===== src/rtl/tile_wavelet_sched.sv =====
module tile_wavelet_sched #(
  parameter int TILE_N   = 16,
  parameter int TAPS     = 5,
  parameter int LEVELS   = 3,
  parameter int TILE_LOG = 1,
  localparam int TILES   = 1 << (2 * TILE_LOG),
  localparam int TW      = (TILES > 1) ? $clog2(TILES) : 1,
  localparam int LW      = $clog2(LEVELS + 1)
) (
  input  logic          clk,
  input  logic          rst_n,
  input  logic          start,
  output logic          lrow_en,
  output logic          hrow_en,
  output logic          vlo_en,
  output logic          vhi_en,
  output logic [1:0]    lrow_state,
  output logic [1:0]    hrow_state,
  output logic [1:0]    vlo_state,
  output logic [1:0]    vhi_state,
  output logic          lrow_tile_start,
  output logic          col_tile_start,
  output logic [TW-1:0] lrow_tile,
  output logic [TW-1:0] col_tile,
  output logic [LW-1:0] col_level,
  output logic          done
);

  localparam int FILL  = TILE_N * (TAPS - 1) / 4 + 1;
  localparam int ROWP  = TILE_N * TILE_N / 2;
  localparam int NSEG  = 1 << LW;

  typedef enum logic [1:0] {S_IDLE = 2'd0, S_WAIT = 2'd1, S_RUN = 2'd2} st_t;

  logic [31:0] seg_len [NSEG];

  for (genvar g = 0; g < NSEG; g++) begin : g_seg
    if (g == 1) begin : g_first
      assign seg_len[g] = 32'(ROWP);
    end else if (g >= 2 && g <= LEVELS) begin : g_deep
      localparam int M = TILE_N >> (g - 1);
      assign seg_len[g] = 32'(M * M / 2 + M * (TAPS - 1) / 4 + 1);
    end else begin : g_unused
      assign seg_len[g] = 32'd1;
    end
  end

  st_t           lr_st, lr_st_n, cl_st, cl_st_n;
  logic [31:0]   lr_cnt, lr_cnt_n, cl_cnt, cl_cnt_n;
  logic [TW-1:0] lr_tile_n, cl_tile_n;
  logic [LW-1:0] cl_lvl_n;
  logic          lts_n, cts_n, done_n, go, gate;

  assign go = start && lr_st == S_IDLE && cl_st == S_IDLE;

  always_comb begin
    cl_st_n   = cl_st;
    cl_cnt_n  = cl_cnt;
    cl_lvl_n  = col_level;
    cl_tile_n = col_tile;
    cts_n     = 1'b0;
    done_n    = 1'b0;
    case (cl_st)
      S_IDLE: if (go) begin
        cl_st_n  = S_WAIT;
        cl_cnt_n = '0;
      end
      S_WAIT: if (cl_cnt == 32'(FILL - 1)) begin
        cl_st_n   = S_RUN;
        cl_cnt_n  = '0;
        cl_lvl_n  = LW'(1);
        cl_tile_n = '0;
        cts_n     = 1'b1;
      end else begin
        cl_cnt_n = cl_cnt + 32'd1;
      end
      S_RUN: if (cl_cnt == seg_len[col_level] - 32'd1) begin
        cl_cnt_n = '0;
        if (col_level == LW'(LEVELS)) begin
          if (col_tile == TW'(TILES - 1)) begin
            cl_st_n = S_IDLE;
            done_n  = 1'b1;
          end else begin
            cl_tile_n = col_tile + 1'b1;
            cl_lvl_n  = LW'(1);
            cts_n     = 1'b1;
          end
        end else begin
          cl_lvl_n = col_level + 1'b1;
        end
      end else begin
        cl_cnt_n = cl_cnt + 32'd1;
      end
      default: cl_st_n = S_IDLE;
    endcase
  end

  assign gate = (cl_st_n == S_RUN) && (cl_tile_n >= lrow_tile);

  always_comb begin
    lr_st_n   = lr_st;
    lr_cnt_n  = lr_cnt;
    lr_tile_n = lrow_tile;
    lts_n     = 1'b0;
    case (lr_st)
      S_IDLE: if (go) begin
        lr_st_n   = S_RUN;
        lr_cnt_n  = '0;
        lr_tile_n = '0;
        lts_n     = 1'b1;
      end
      S_RUN: if (lr_cnt == 32'(ROWP - 1)) begin
        lr_cnt_n = '0;
        if (lrow_tile == TW'(TILES - 1)) begin
          lr_st_n = S_IDLE;
        end else if (gate) begin
          lr_tile_n = lrow_tile + 1'b1;
          lts_n     = 1'b1;
        end else begin
          lr_st_n = S_WAIT;
        end
      end else begin
        lr_cnt_n = lr_cnt + 32'd1;
      end
      S_WAIT: if (gate) begin
        lr_st_n   = S_RUN;
        lr_tile_n = lrow_tile + 1'b1;
        lts_n     = 1'b1;
      end
      default: lr_st_n = S_IDLE;
    endcase
  end

  always_ff @(posedge clk or negedge rst_n) begin
    if (!rst_n) begin
      lr_st           <= S_IDLE;
      cl_st           <= S_IDLE;
      lr_cnt          <= '0;
      cl_cnt          <= '0;
      lrow_tile       <= '0;
      col_tile        <= '0;
      col_level       <= '0;
      lrow_tile_start <= 1'b0;
      col_tile_start  <= 1'b0;
      done            <= 1'b0;
    end else begin
      lr_st           <= lr_st_n;
      cl_st           <= cl_st_n;
      lr_cnt          <= lr_cnt_n;
      cl_cnt          <= cl_cnt_n;
      lrow_tile       <= lr_tile_n;
      col_tile        <= cl_tile_n;
      col_level       <= cl_lvl_n;
      lrow_tile_start <= lts_n;
      col_tile_start  <= cts_n;
      done            <= done_n;
    end
  end

  assign lrow_en    = lr_st == S_RUN;
  assign vlo_en     = cl_st == S_RUN;
  assign vhi_en     = cl_st == S_RUN;
  assign hrow_en    = vlo_en && col_level != LW'(LEVELS);
  assign lrow_state = lr_st;
  assign vlo_state  = cl_st;
  assign vhi_state  = cl_st;
  assign hrow_state = hrow_en ? S_RUN : (cl_st != S_IDLE ? S_WAIT : S_IDLE);


  fill_wait_chk: assert property (@(posedge clk) disable iff (!rst_n)
    $rose(vlo_en) |-> $past(vlo_state) == S_WAIT);


  row_gate_chk: assert property (@(posedge clk) disable iff (!rst_n)
    (lrow_tile_start && lrow_tile != '0) |-> (vlo_en && col_tile >= lrow_tile - 1'b1));


  col_gapless_chk: assert property (@(posedge clk) disable iff (!rst_n)
    $fell(vlo_en) |-> done);


  level_order_chk: assert property (@(posedge clk) disable iff (!rst_n)
    (vlo_en && $past(vlo_en) && col_level != $past(col_level)) |->
      (col_level == $past(col_level) + 1'b1 ||
       (col_level == LW'(1) && $past(col_level) == LW'(LEVELS))));


  tile_level_chk: assert property (@(posedge clk) disable iff (!rst_n)
    col_tile_start |-> (vlo_en && col_level == LW'(1)));


  done_quiet_chk: assert property (@(posedge clk) disable iff (!rst_n)
    done |-> (!lrow_en && !vlo_en && lrow_state == S_IDLE));


  done_single_chk: assert property (@(posedge clk) disable iff (!rst_n)
    done |=> !done);

endmodule


===== config.mk =====
export PLATFORM = sky130hd
export DESIGN_NAME = tile_wavelet_sched
export DESIGN_NICKNAME = d
export VERILOG_FILES = /design/src/rtl/tile_wavelet_sched.sv
export SDC_FILE = /design/constraint.sdc
export NUM_CORES = 1
export LEC_CHECK = 0
export BUFFER_PORTS_ARGS = -buffer_cell sky130_fd_sc_hd__clkbuf_2
export CORE_UTILIZATION = 40
export CTS_CLUSTER_SIZE = 40
export DETAILED_ROUTE_END_ITERATION = 6
export HOLD_SLACK_MARGIN = 0.08
export PLACE_DENSITY = 0.67
export RECOVER_POWER = 50
export SKIP_LAST_GASP = 1
export SYNTH_ARGS = -nofsm -noshare
export SYNTH_HDL_FRONTEND = slang
export SYNTH_SLANG_ARGS = --single-unit

===== constraint.sdc =====
create_clock -name clk -period 3.8 [get_ports clk]
set_clock_uncertainty 0.15 [all_clocks]
set_input_delay 1.14 -clock clk [delete_from_list [all_inputs] [get_ports clk]]
set_output_delay 1.14 -clock clk [all_outputs]
set_load 0.005 [all_outputs]

## Word level (Yosys, flattened, before mapping)

Index checks and enable logic that the tools add are counted.

| word-level totals | value |
|---|---|
| register bits | 77 |
| bits of input ports | 3 |
| output and inout port bits | 21 |
| word-level logic and storage cells | 108 |

| cells by class | value |
|---|---|
| $add $sub $neg | 6 |
| $lt $le $gt $ge | 2 |
| equal/unequal tests | 21 |
| mux-type cells | 52 |
| bitwise gates (word level) | 1 |
| reduce and logical (&&, ||, !) cells | 16 |

Operators with widths:

| kind | count |
|---|---|
| two-way mux 32 bit | 6 |
| one-hot mux 32 bit (3 select lines) | 1 |
| adder 32 x 1 -> 32 bit (second input constant) | 2 |
| binary-select mux 32 bit (select 2 bit) | 1 |
| one-hot mux 32 bit (2 select lines) | 1 |
| two-way mux 2 bit | 23 |
| equality test 32 bit | 1 |
| equality test 32 x 5 -> 1 bit (second input constant) | 1 |
| equality test 32 x 7 -> 1 bit (second input constant) | 1 |
| subtractor 32 x 1 -> 32 bit (second input constant) | 1 |
| one-hot mux 2 bit (3 select lines) | 3 |
| two-way mux 1 bit | 13 |
| equality test 2 bit (second input constant) | 6 |
| != test 2 bit (second input constant) | 6 |
| AND reduction 4 bit | 3 |
| one-hot mux 2 bit (2 select lines) | 2 |
| adder 2 x 1 -> 2 bit (second input constant) | 3 |
| nonzero test 2 bit | 3 |
| nonzero test 3 bit | 2 |
| equality test 2 x 1 -> 1 bit (second input constant) | 2 |
| logical AND 1 bit | 4 |
| logical NOT 2 bit | 2 |
| != test 2 x 1 -> 1 bit (second input constant) | 2 |
| AND reduction 2 bit | 2 |
| 7 further kinds | 7 |

## Depth between registers and ports, before layout

Gate-level depths: netlist (run 1).

| depth | value |
|---|---|
| word-level depth | 14 |
| gate-level depth with buffers | 16 |
| mapped depth without buffers | 16 |

## Worst setup path after synthesis (run 1)

OpenSTA, ideal clock, no wires.

| path | value |
|---|---|
| kind | register -> register |
| start point | register col_level[1] |
| end point | register lr_st[1], in the netlist lrow_state[1] |
| setup time | 0.124 ns |
| arrival time | 3.709 ns |
| required time | 3.526 ns |
| path slack | -0.183 ns |
| cell stages (with the launch flop) | 17 |
| buffers on the path | 0 |
| clock period less this slack | 3.983 ns |
| cell sequence | dfrtp_1 > inv_1 > ha_1 > inv_1 > ha_1 > or4_1 > a2111oi_0 > and4b_1 > a31oi_1 > nor2_1 > o31ai_1 > ha_1 > nand2b_1 > a21oi_1 > a2111o_1 > or2_4 > a211o_1 |

| between the ends | value |
|---|---|
| cells in the longest elaborated chain, start to end | 12 |
| elaborated cells on any way between the ends | 19 |
| classes of those cells | 1 x add/sub; 1 x order compare; 5 x eq/ne; 9 x mux; 1 x bitwise; 2 x reduce/logical |

Ends and longest elaborated chain:

| what | line | RTL |
|---|---|---|
| start: declaration | 25 | `output logic [LW-1:0] col_level,` |
| start signal: assignment | 153 | `col_level <= cl_lvl_n;` |
| inverter 2 -> 3 bit (not written as such) | 77 | `S_RUN: if (cl_cnt == seg_len[col_level] - 32'd1) begin` |
| binary-select mux 32 bit (select 2 bit) | 77 |  |
| two-way mux 32 bit (not written as such) (2 in a row) | 77 |  |
| subtractor 32 x 1 -> 32 bit | 77 |  |
| equality test 32 bit | 77 |  |
| two-way mux 2 bit | 77 |  |
| one-hot mux 2 bit (2 select lines) or one-hot mux 2 bit (3 select lines) (tied branches) | 63 | `case (cl_st)` |
| >= comparator 2 bit or equality test 2 bit (tied branches) | 98 | `assign gate = (cl_st_n == S_RUN) && (cl_tile_n >= lrow_tile);` |
| logical AND 1 bit (*) | 98 |  |
| != test 3 x 2 -> 1 bit (no source line) or != test 2 bit (tied branches) | n/a |  |
| AND reduction 4 bit (no source line) (*) | n/a |  |
| end signal: assignment | 147 | `lr_st <= lr_st_n;` |
| end: declaration | 48 | `st_t lr_st, lr_st_n, cl_st, cl_st_n;` |

Every way passes the cells marked *; elsewhere a longest branch is shown, timed or not. The select of a mux whose other input is x is not followed.
A chain may end at the register's enable or synchronous reset.

## Worst setup path after layout (run 1)

Ends and elaborated chain as after synthesis.

==> results of run 1 <==
==> final cells by class <==
cell class	instances	share of cell area, %
Inverter	24	1.648
Timing Repair Buffer	48	5.266
Sequential cell	77	35.28
Clock buffer	11	4.625
Clock inverter	5	0.6181
Multi-Input combinational cell	420	49.29
Tap cell	143	3.274
==> critical path, cell delays in order (launching register included) <==
cell       delay (ns)
dfrtp_1          0.39
inv_2            0.10
ha_4             0.14
inv_2            0.04
ha_4             0.15
or4_4            0.44
a2111oi_4        0.28
and4b_1          0.25
a31oi_1          0.10
nor2_1           0.13
o31ai_1          0.10
ha_1             0.28
nand2b_4         0.11
a21oi_2          0.05
a2111o_1         0.36
or2_4            0.28
a211o_1          0.26
==> repair_timing <==
item | CTS | global route
pin swaps | 7 | 2
gates cloned | 0 | 0
hold buffers | 0 | 0
gates resized for setup | 11 | 1
buffers inserted | 2 | 1
endpoints found under the setup margin | 4 | 5
==> synthesized netlist by cell type, types with 11 or more instances <==
library cell / instances / share of area, %
dfrtp_1: 77 / 41
nand3_1: 27 / 2.9
nand4_1: 20 / 2.6
ha_1: 19 / 5.0
clkbuf_1: 15 / 1.2
o31ai_1: 21 / 3.3
inv_1: 24 / 1.9
xnor2_1: 11 / 2.0
a21oi_1: 16 / 1.7
nor3_1: 13 / 1.4
and3_1: 25 / 3.3
nor4_1: 18 / 2.4
nor2_1: 50 / 4.0
nand2_1: 58 / 4.6
o21ai_0: 52 / 5.5
==> metal layers <==
| metal | up-vias | global-route usage (%) | wire, um |
|---|---|---|---|
| li1 | 2051 | - | - |
| met1 | 2069 | 24.20 | 5176 |
| met2 | 71 | 32.46 | 5499 |
| met3 | 17 | 4.046 | 379 |
| met4 | 0 | 5.778 | 186 |
| met5 | - | 0 | 0 |
==> power by group <==
part | switching [mW] | leakage [nW] | internal (mW) | total, mW
Sequential | 0 | 0.993 | 0.820 | 0.820
Combinational | 0.0169 | 1.16 | 0.00130 | 0.0182
Clock | 0.347 | 0.138 | 0.478 | 0.825
Total | 0.364 | 2.29 | 1.30 | 1.66
==> sequential cells by signal (all words and copies together) (netlist names) <==
signal	count
done	1
lrow_state	2
lrow_tile	2
lrow_tile_start	1
vhi_state	2
col_tile	2
cl_cnt	32
lr_cnt	32
col_level	2
col_tile_start	1
==> path summary, 6_finish.rpt <==
kind	endpoint	cells past startpoint
setup / recovery	lrow_state[1]$_DFFE_PN0P_	16
hold / removal	lr_cnt[2]$_DFFE_PN0P_	1
setup reg to reg	lrow_state[1]$_DFFE_PN0P_	16
hold reg to reg	lr_cnt[2]$_DFFE_PN0P_	1
max in group asynchronous	cl_cnt[0]$_DFFE_PN0P_	2
min in group asynchronous	lr_cnt[20]$_DFFE_PN0P_	1
==> layout by cell type, fill, tap and decap left out, drive strengths merged, types with 3 or more instances in the layout <==
cell	netlist	layout
nor2	50	50
or2	4	4
nor4	19	19
xnor2	11	11
or3	10	10
a21oi	16	16
nand2	58	58
o2bb2ai	3	3
a21o	8	8
ha	19	19
o31ai	23	23
and3	25	25
mux2i	5	5
nand4	20	20
inv	24	25
clkbuf	15	35
nand2b	4	4
o21ai	53	53
a31oi	6	6
nor3	13	13
xor2	9	9
nand3	27	27
or4	6	6
dfrtp	77	77
buf	7	24
==> cells by family after synthesis <==
logic type      share of synthesized area (%)
compound gates                          17.89
flops                                   40.64
buf+inv                                 4.038
simple gates                            27.16
xor+xnor                                4.196
mux                                     1.056
fa+ha+maj                               5.015
==> metrics by stage <==
| stage | power [mW] | util (%) | hold slack, ns | cells | TNS [ns] |
|---|---|---|---|---|---|
| after global placement | 0.8555 | 44.60 | 0.3394 | 709 | 0 |
| final | 1.663 | 47.66 | 0.3525 | 728 | 0 |
| after detailed placement | 0.8559 | 44.60 | 0.3476 | 709 | -0.2561 |
| after CTS | 1.686 | 47.69 | 0.3539 | 727 | 0 |
| after global routing | 1.713 | 47.66 | 0.3649 | 728 | -0.2032 |
| after floorplan | 0.8357 | - | 0.3065 | 543 | 0 |
==> impl_metrics.toml, run 1 <==
[timing]
setup_viol = 0
fin_crit_sh_pct = 98.04
grt_setup_unrepaired = "yes"
max_slew.worst_pin.slew_ns = 1.285
period_needed_ns = 3.726
finalHoldViolCount = 0
slew_violations = 0
max_freq_mhz = 268.4
slew_headroom_pct = 14.34
setup_ws_ns = 0.07440

[power]
powerDensity_mw_per_mm2 = 304.3
p_leak_nw = 2.289
peakVddDrop_v = 0.0003100

[clock_tree]
cts_htree_levels = 3
cts_tree = "yes"
path_clk_slew_ns = 0.06
numCtsBuffers = 9
clock_sinks = 77
clkLatencyLatePin_ns = 0.34
clock_path_buffers = 2
root_buffer = "clkbuf_16"

[setup_path]
cp-end-kind = "register"
r2r_setup_slack_ns = 0.07
crit_start = "col_level[1]$_DFFE_PN0P_"
path_max_fanout = 4
r2r-start = "col_level[1]$_DFFE_PN0P_"
cp.required_ns = 3.87
worstSetupStartpointType = "register"
worstPathArrival_ns = 3.80
path_class = "reg2reg"

[route]
drtIter0Drc = 313
wl_per_cell_um = 15.44
drt-pass1-iter-count = 5
route.detailed.drc = 0
vias = 4208
via_per_inst = 5.780
ant_nets = 0
totalWireLength_um = 11240

[place]
io_buffers = 23
hpwl_um = 7931
dpl_cell_area_mm2 = 0.005115
post-place-ws_ns = -0.07890
place_congestion = 0.8619

[logic_synthesis]
ys_seq_area_share_pct = 40.64
synth_cell_type_count = 54
syn_area_mm2 = 0.004741
yosysWarnings = 0
ys.flop_type = "dfrtp_1"
synthesis.nets = 565
synthCells = 543
synth_edf_count = 0
synthArstFlopShare_pct = 100.0
avgSynthCellArea_um2 = 8.731
ys_ff_latch = 77

[global_route]
grt_pass1_vias = 4100
grt_max_degree = 52
grt_pass1_wl_um = 19290
track_usage_pct = 19.07
gr-total-overflow = 0
antenna_found_initial = 0

[run_status]
status = "finished clean"

[cells_and_area]
drive_above_1_share_pct = 14.19
seq_area_mm2 = 0.001928
area_delta_synth_final_pct = 15.28
multi_input_comb_area_mm2 = 0.002694
fill_cells = 1077
insertedDiodeCount = 0
nNetsFinal = 602
final_cell_area_mm2 = 0.005465

[floorplanning]
die_w_um = 110.9
start_util_pct = 41.34
row_count = 39
dieHeight_um = 110.9
pin_count = 24
dieArea_mm2 = 0.01229
core_region_area_mm2 = 0.01147

[job]
maxCapViolations = 0

[worst_hold_path]
holdCritPathClass = "reg2reg"
min_from = "lr_cnt[2]$_DFFE_PN0P_"
Power figures use the tool's default switching activity.
==> run 2: changes to the inputs <==
--- a/config.mk
+++ b/config.mk
@@ -6,6 +6,8 @@
 export NUM_CORES = 1
 export LEC_CHECK = 0
 export BUFFER_PORTS_ARGS = -buffer_cell sky130_fd_sc_hd__clkbuf_2
+export CAP_MARGIN = 30
+export CORE_ASPECT_RATIO = 1.75
 export CORE_UTILIZATION = 40
 export CTS_CLUSTER_SIZE = 40
 export DETAILED_ROUTE_END_ITERATION = 6
@@ -13,6 +15,7 @@
 export PLACE_DENSITY = 0.67
 export RECOVER_POWER = 50
 export SKIP_LAST_GASP = 1
+export SLEW_MARGIN = 20
 export SYNTH_ARGS = -nofsm -noshare
 export SYNTH_HDL_FRONTEND = slang
 export SYNTH_SLANG_ARGS = --single-unit
==> run 2 against run 1 <==
Compared with the run above:
- the run now ends with design-rule violations left
- sequential power barely moved
- fmax increased by 0.93%
- clock power increased by 16%
- power grew 8.1%
- die area grew 0.14%
- final area up 1.1%
- wire length increased by 8.1%
- cell count shrank 0.82%
- critical path depth unchanged
- via count up 0.90%
- worst hold slack better by 0.011 ns
- critical path type unchanged
- critical endpoint unchanged
==> impl_metrics.toml, run 2 (synthesized netlist as in run 1, its figures left out) <==
[place]
post-place-ws_ns = -0.01242
placed_cells = 707
place_congestion = 0.8260
hpwl_um = 8974
io_buffers = 23

[setup_path]
worstSetupStartpointType = "register"
cp-end-kind = "register"
cp.required_ns = 3.87
path_buf_inv = 2
critPathTopFamily = "simple AND/OR/NAND/NOR gates"
path_max_fanout = 4
crit_path_cell_trace = "inv_2, ha_4, inv_2, ha_4, or4_4, a2111oi_4, and4b_1, a31oi_1, nor2_1, o31ai_1, ha_1, nand2b_4, a21oi_2, a2111o_1, or2_4, a211o_1"
worstPathArrival_ns = 3.76
cp_slowest_stage_delay_ns = 0.43
path_class = "reg2reg"
slowest_stage = "or4_4"

[timing]
slew_violations = 0
slew_headroom_pct = 23.11
max_freq_mhz = 270.9
grt_setup_unrepaired = "yes"
setup_ws_ns = 0.1087
finalHoldViolCount = 0
period_needed_ns = 3.691
setup_viol = 0
max_slew.worst_pin.slew_ns = 1.153
fin_crit_sh_pct = 97.14

[route]
wl_per_cell_um = 16.84
ant_nets = 0
vias = 4246
drt-pass1-iter-count = 7
drtIter0Drc = 283
route.detailed.drc = 2
via_per_inst = 5.881
totalWireLength_um = 12160

[clock_tree]
root_buffer = "clkbuf_16"
path_clk_slew_ns = 0.06
cts_htree_levels = 3
numCtsBuffers = 9
cts_tree = "yes"
clkLatencyLatePin_ns = 0.34
cts_hold_buf = 0
clock_sinks = 77
clock_path_buffers = 2

[floorplanning]
row_count = 52
core_region_area_mm2 = 0.01158
pin_count = 24
dieArea_mm2 = 0.01231
dieHeight_um = 146.0
die_w_um = 84.30
start_util_pct = 40.94

[power]
peakVddDrop_v = 0.0002230
p_switching_uw = 338.0
netSwitchingFraction_pct = 18.80
p_leak_nw = 2.322
powerDensity_mw_per_mm2 = 325.5
internal_power_mw = 1.460
p_clk_share_pct = 53.3
seqPwrFrac_pct = 45.6
p_comb_share_pct = 1.0

[job]
maxCapViolations = 0

[global_route]
grt_max_degree = 46
track_usage_pct = 21.01
grt_pass1_vias = 4237
gr-total-overflow = 0
antenna_found_initial = 0
grt_pass1_wl_um = 20450

[run_status]
status = "complete, but fails checks"
violations = "design-rule violations"

[worst_hold_path]
holdCritPathClass = "reg2reg"

[cells_and_area]
area_delta_synth_final_pct = 16.50
insertedDiodeCount = 0
fill_cells = 1114
drive_above_1_share_pct = 14.14
nNetsFinal = 605
top_regs = "cl_cnt: 32 flops, lr_cnt: 32 flops"
final_common_cell = "dfrtp_1"
final_cells = 722
final_cell_mix = "76 x dfrtp_1, 58 x nand2_1, 52 x o21ai_0, 49 x nor2_1, 27 x nand3_1"
## run 2: changes by cell type in the layout (fill, tap and decap cells not counted)
cell        change
clkbuf_1        +5
buf_4           +3
bufinv_16       +3
buf_1           -2
clkbuf_8        -2
clkinv_2        -2
clkbuf_2        -1
clkinvlp_4      -1
inv_6           -1
nor2_1          -1
nor2_2          +1
## run 2: cell type report
cell class                 count  area [um^2]  share of cell area, %
sequential                    77         1928                  34.91
multi-input combinational    420         2696                  48.82
timing repair buffer          51        309.0                  5.596
tap                          135        168.9                  3.058
inverter                      24        90.09                  1.631
clock inverter                 4        97.59                  1.767
clock buffer                  11        232.7                  4.214
## run 2: metrics by stage
stage / setup TNS (ns) / hold slack (ns) / area [um^2] / util, % / power, mW
detailed placement: -0.01242 / 0.3568 / 5150 / 44.47 / 0.8565
CTS: 0 / 0.3684 / 5487 / 47.37 / 1.817
finish: 0 / 0.3635 / 5523 / 47.69 / 1.798
global route: -0.1578 / 0.4001 / 5523 / 47.69 / 1.860
global placement: 0 / 0.3313 / 5150 / 44.47 / 0.8559
floorplan: 0 / 0.3065 / 4755 / - / 0.8357
## run 2: routing by layer
metal / vias to the layer above / share of wire [%] / global-route usage, %
met5: - / 0 / 0
met2: 94 / 55 / 39.71
met3: 20 / 4.0 / 4.014
met1: 2068 / 39 / 22.52
met4: 0 / 1.8 / 8.362
li1: 2064 / - / -
## run 2: worst paths after layout
| path | start | to | slack (ns) | cells past startpoint |
|---|---|---|---|---|
| worst max register to register | col_level[1]$_DFFE_PN0P_ | lrow_state[1]$_DFFE_PN0P_ | 0.11 | 16 |
| worst max-delay path | col_level[1]$_DFFE_PN0P_ | lrow_state[1]$_DFFE_PN0P_ | 0.11 | 16 |
| worst min register to register | lr_cnt[2]$_DFFE_PN0P_ | lr_cnt[2]$_DFFE_PN0P_ | 0.36 | 1 |
| worst min-delay path | lr_cnt[2]$_DFFE_PN0P_ | lr_cnt[2]$_DFFE_PN0P_ | 0.36 | 1 |
| min in group asynchronous | rst_n | lr_cnt[20]$_DFFE_PN0P_ | 0.87 | 1 |
| max in group asynchronous | rst_n | cl_cnt[17]$_DFFE_PN0P_ | 1.10 | 2 |
## run 2: timing repair
item / 4_1_cts / 5_1_grt
pin swaps: 0 / 4
endpoints found under the setup margin: 1 / 5
gates resized for setup: 1 / 11
buffers inserted: 0 / 0
endpoints found under the hold margin: 0 / 0
## run 2: power groups by stage
stage | Combinational (mW) | Clock [mW] | Sequential [mW]
finish | 0.0185 | 0.959 | 0.820
global placement | 0.0211 | 0 | 0.835
floorplan | 0.000565 | 0 | 0.835
global route | 0.0230 | 1.02 | 0.820
detailed placement | 0.0217 | 0 | 0.835
CTS | 0.0217 | 0.975 | 0.820
==> run 3: changes to the inputs <==
--- a/config.mk
+++ b/config.mk
@@ -13,7 +13,6 @@
 export DETAILED_ROUTE_END_ITERATION = 6
 export HOLD_SLACK_MARGIN = 0.08
 export PLACE_DENSITY = 0.67
-export RECOVER_POWER = 50
 export SKIP_LAST_GASP = 1
 export SLEW_MARGIN = 20
 export SYNTH_ARGS = -nofsm -noshare
==> run 3 against run 2 <==
Compared with the run above:
- the flow still finishes with violations (design-rule violations)
- first-iteration DRC count fell by 2.5%
- clock power barely moved
- via count fell by 0.40%
- critical path depth did not move
- cell count did not move
- wire length rose by 0.35%
- count of clock-buffer cells in the layout did not move
- global-route usage did not move
- sequential share of layout area fell by 0.12 points
- sequential power barely moved
- setup slack improved by 0.0044 ns
- register-to-register slack barely moved
==> impl_metrics.toml, run 3 (synthesized netlist as in run 1, its figures left out) <==
[place]
hpwl_um = 8974
place_congestion = 0.8260
io_buffers = 23

[cells_and_area]
final_cell_mix = "76 x dfrtp_1, 58 x nand2_1, 52 x o21ai_0, 49 x nor2_1, 29 x buf_4"
nNetsFinal = 605
top_regs = "cl_cnt: 32 flops, lr_cnt: 32 flops"
final_common_cell = "dfrtp_1"
drive_above_1_share_pct = 15.33
insertedDiodeCount = 0
area_delta_synth_final_pct = 16.89

[setup_path]
worstSetupStartpointType = "register"
path_max_fanout = 4
crit_start = "col_level[1]$_DFFE_PN0P_"
cp.required_ns = 3.87
cp-end-kind = "register"
worstPathArrival_ns = 3.75
path_class = "reg2reg"
r2r-start = "col_level[1]$_DFFE_PN0P_"

[route]
drtIter0Drc = 276
vias = 4229
via_per_inst = 5.857
drt-pass1-iter-count = 7
wl_per_cell_um = 16.90
totalWireLength_um = 12200
route.detailed.drc = 2
ant_nets = 0

[timing]
fin_crit_sh_pct = 97.02
period_needed_ns = 3.687
slew_headroom_pct = 45.71
setup_tns_ns = 0
grt_setup_unrepaired = "yes"
finalHoldViolCount = 0
max_slew.worst_pin.slew_ns = 0.8070
slew_violations = 0
fin_hold_ws_ns = 0.3646
setup_viol = 0
max_freq_mhz = 271.2

[clock_tree]
clock_path_buffers = 2
post_cts_buffers = 0
clkLatencyLatePin_ns = 0.33
cts_htree_levels = 3
root_buffer = "clkbuf_16"
numCtsBuffers = 9
clock_sinks = 77
cts_tree = "yes"
path_clk_slew_ns = 0.06
cts_hold_buf = 0

[floorplanning]
row_count = 52
die_w_um = 84.30
dieArea_mm2 = 0.01231
dieHeight_um = 146.0
core_region_area_mm2 = 0.01158
start_util_pct = 40.94
pin_count = 24

[run_status]
violations = "design-rule violations"
status = "complete, but fails checks"

[power]
peakVddDrop_v = 0.0002232
powerDensity_mw_per_mm2 = 324.3
p_leak_nw = 2.347

[global_route]
track_usage_pct = 21.01
gr-total-overflow = 0
grt_pass1_vias = 4237
antenna_found_initial = 0
grt_max_degree = 46
grt_pass1_wl_um = 20450

[worst_hold_path]
holdCritPathClass = "reg2reg"
min_from = "lr_cnt[2]$_DFFE_PN0P_"

[job]
maxCapViolations = 0
[run 3: cell types whose count changed in the layout (fill, tap and decap cells not counted)]
| cell | previous run | this run |
|---|---|---|
| buf_4 | 25 | 29 |
| clkbuf_1 | 9 | 2 |
| clkbuf_2 | 19 | 22 |
[run 3: routing by layer]
| layer | up-vias | wire length [um] | track usage [%] |
|---|---|---|---|
| met4 | 0 | 288 | 8.362 |
| met2 | 93 | 6765 | 39.71 |
| met3 | 26 | 488 | 4.014 |
| met5 | - | 0 | 0 |
| met1 | 2050 | 4657 | 22.52 |
| li1 | 2060 | - | - |
[run 3: path summary, 6_finish.rpt]
check                                                  to  slack, ns  cells past startpoint
worst max-delay path            lrow_state[1]$_DFFE_PN0P_       0.11                     16
worst max register to register  lrow_state[1]$_DFFE_PN0P_       0.11                     16
min in group asynchronous          lr_cnt[20]$_DFFE_PN0P_       0.66                      1
worst min register to register      lr_cnt[2]$_DFFE_PN0P_       0.36                      1
max in group asynchronous          cl_cnt[17]$_DFFE_PN0P_       2.15                      2
worst min-delay path                lr_cnt[2]$_DFFE_PN0P_       0.36                      1
[run 3: cell type report]
| type | instances | area, um^2 |
|---|---|---|
| multi-input cells | 420 | 2696 |
| inverters | 24 | 90.09 |
| repair buffers | 51 | 327.8 |
| clock buffers | 11 | 232.7 |
| well taps | 135 | 168.9 |
| fillers | 1110 | 6040 |
| clock inverters | 4 | 97.59 |
| flip-flops and latches | 77 | 1928 |
[run 3: power breakdown]
part           total, mW  internal (mW)  switching, mW
Combinational     0.0198        0.00251         0.0173
Clock              0.957          0.638          0.319
Sequential         0.820          0.820              0
[run 3: repair_timing]
item	4_1_cts	5_1_grt
pin swaps	0	4
endpoints found under the hold margin	0	0
resized for setup	1	11
endpoints found under the setup margin	1	5
[run 3: metrics by stage]
step / cell area [um^2] / instances / total power, mW / worst slack [ns] / utilization, %
5_1_grt: 5542 / 722 / 1.861 / -0.06567 / 47.85
6_report: 5542 / 722 / 1.797 / 0.1131 / 47.85
2_1_floorplan: 4755 / 543 / 0.8357 / 0.08508 / -
3_5_place_dp: 5150 / 707 / 0.8565 / -0.01242 / 44.47
4_1_cts: 5487 / 722 / 1.817 / 0.02375 / 47.37
3_3_place_gp: 5150 / 707 / 0.8559 / 0.05283 / 44.47
[run 3: worst max-delay path: stages (launching register included)]
cell and delay, ns:
dfrtp_1 0.39, inv_2 0.09, ha_4 0.13, inv_2 0.04, ha_4 0.15, or4_4 0.43
a2111oi_4 0.29, and4b_1 0.25, a31oi_1 0.09, nor2_1 0.13, o31ai_1 0.09, ha_1 0.28
nand2b_4 0.11, a21oi_2 0.05, a2111o_1 0.33, or2_4 0.27, a211o_1 0.29
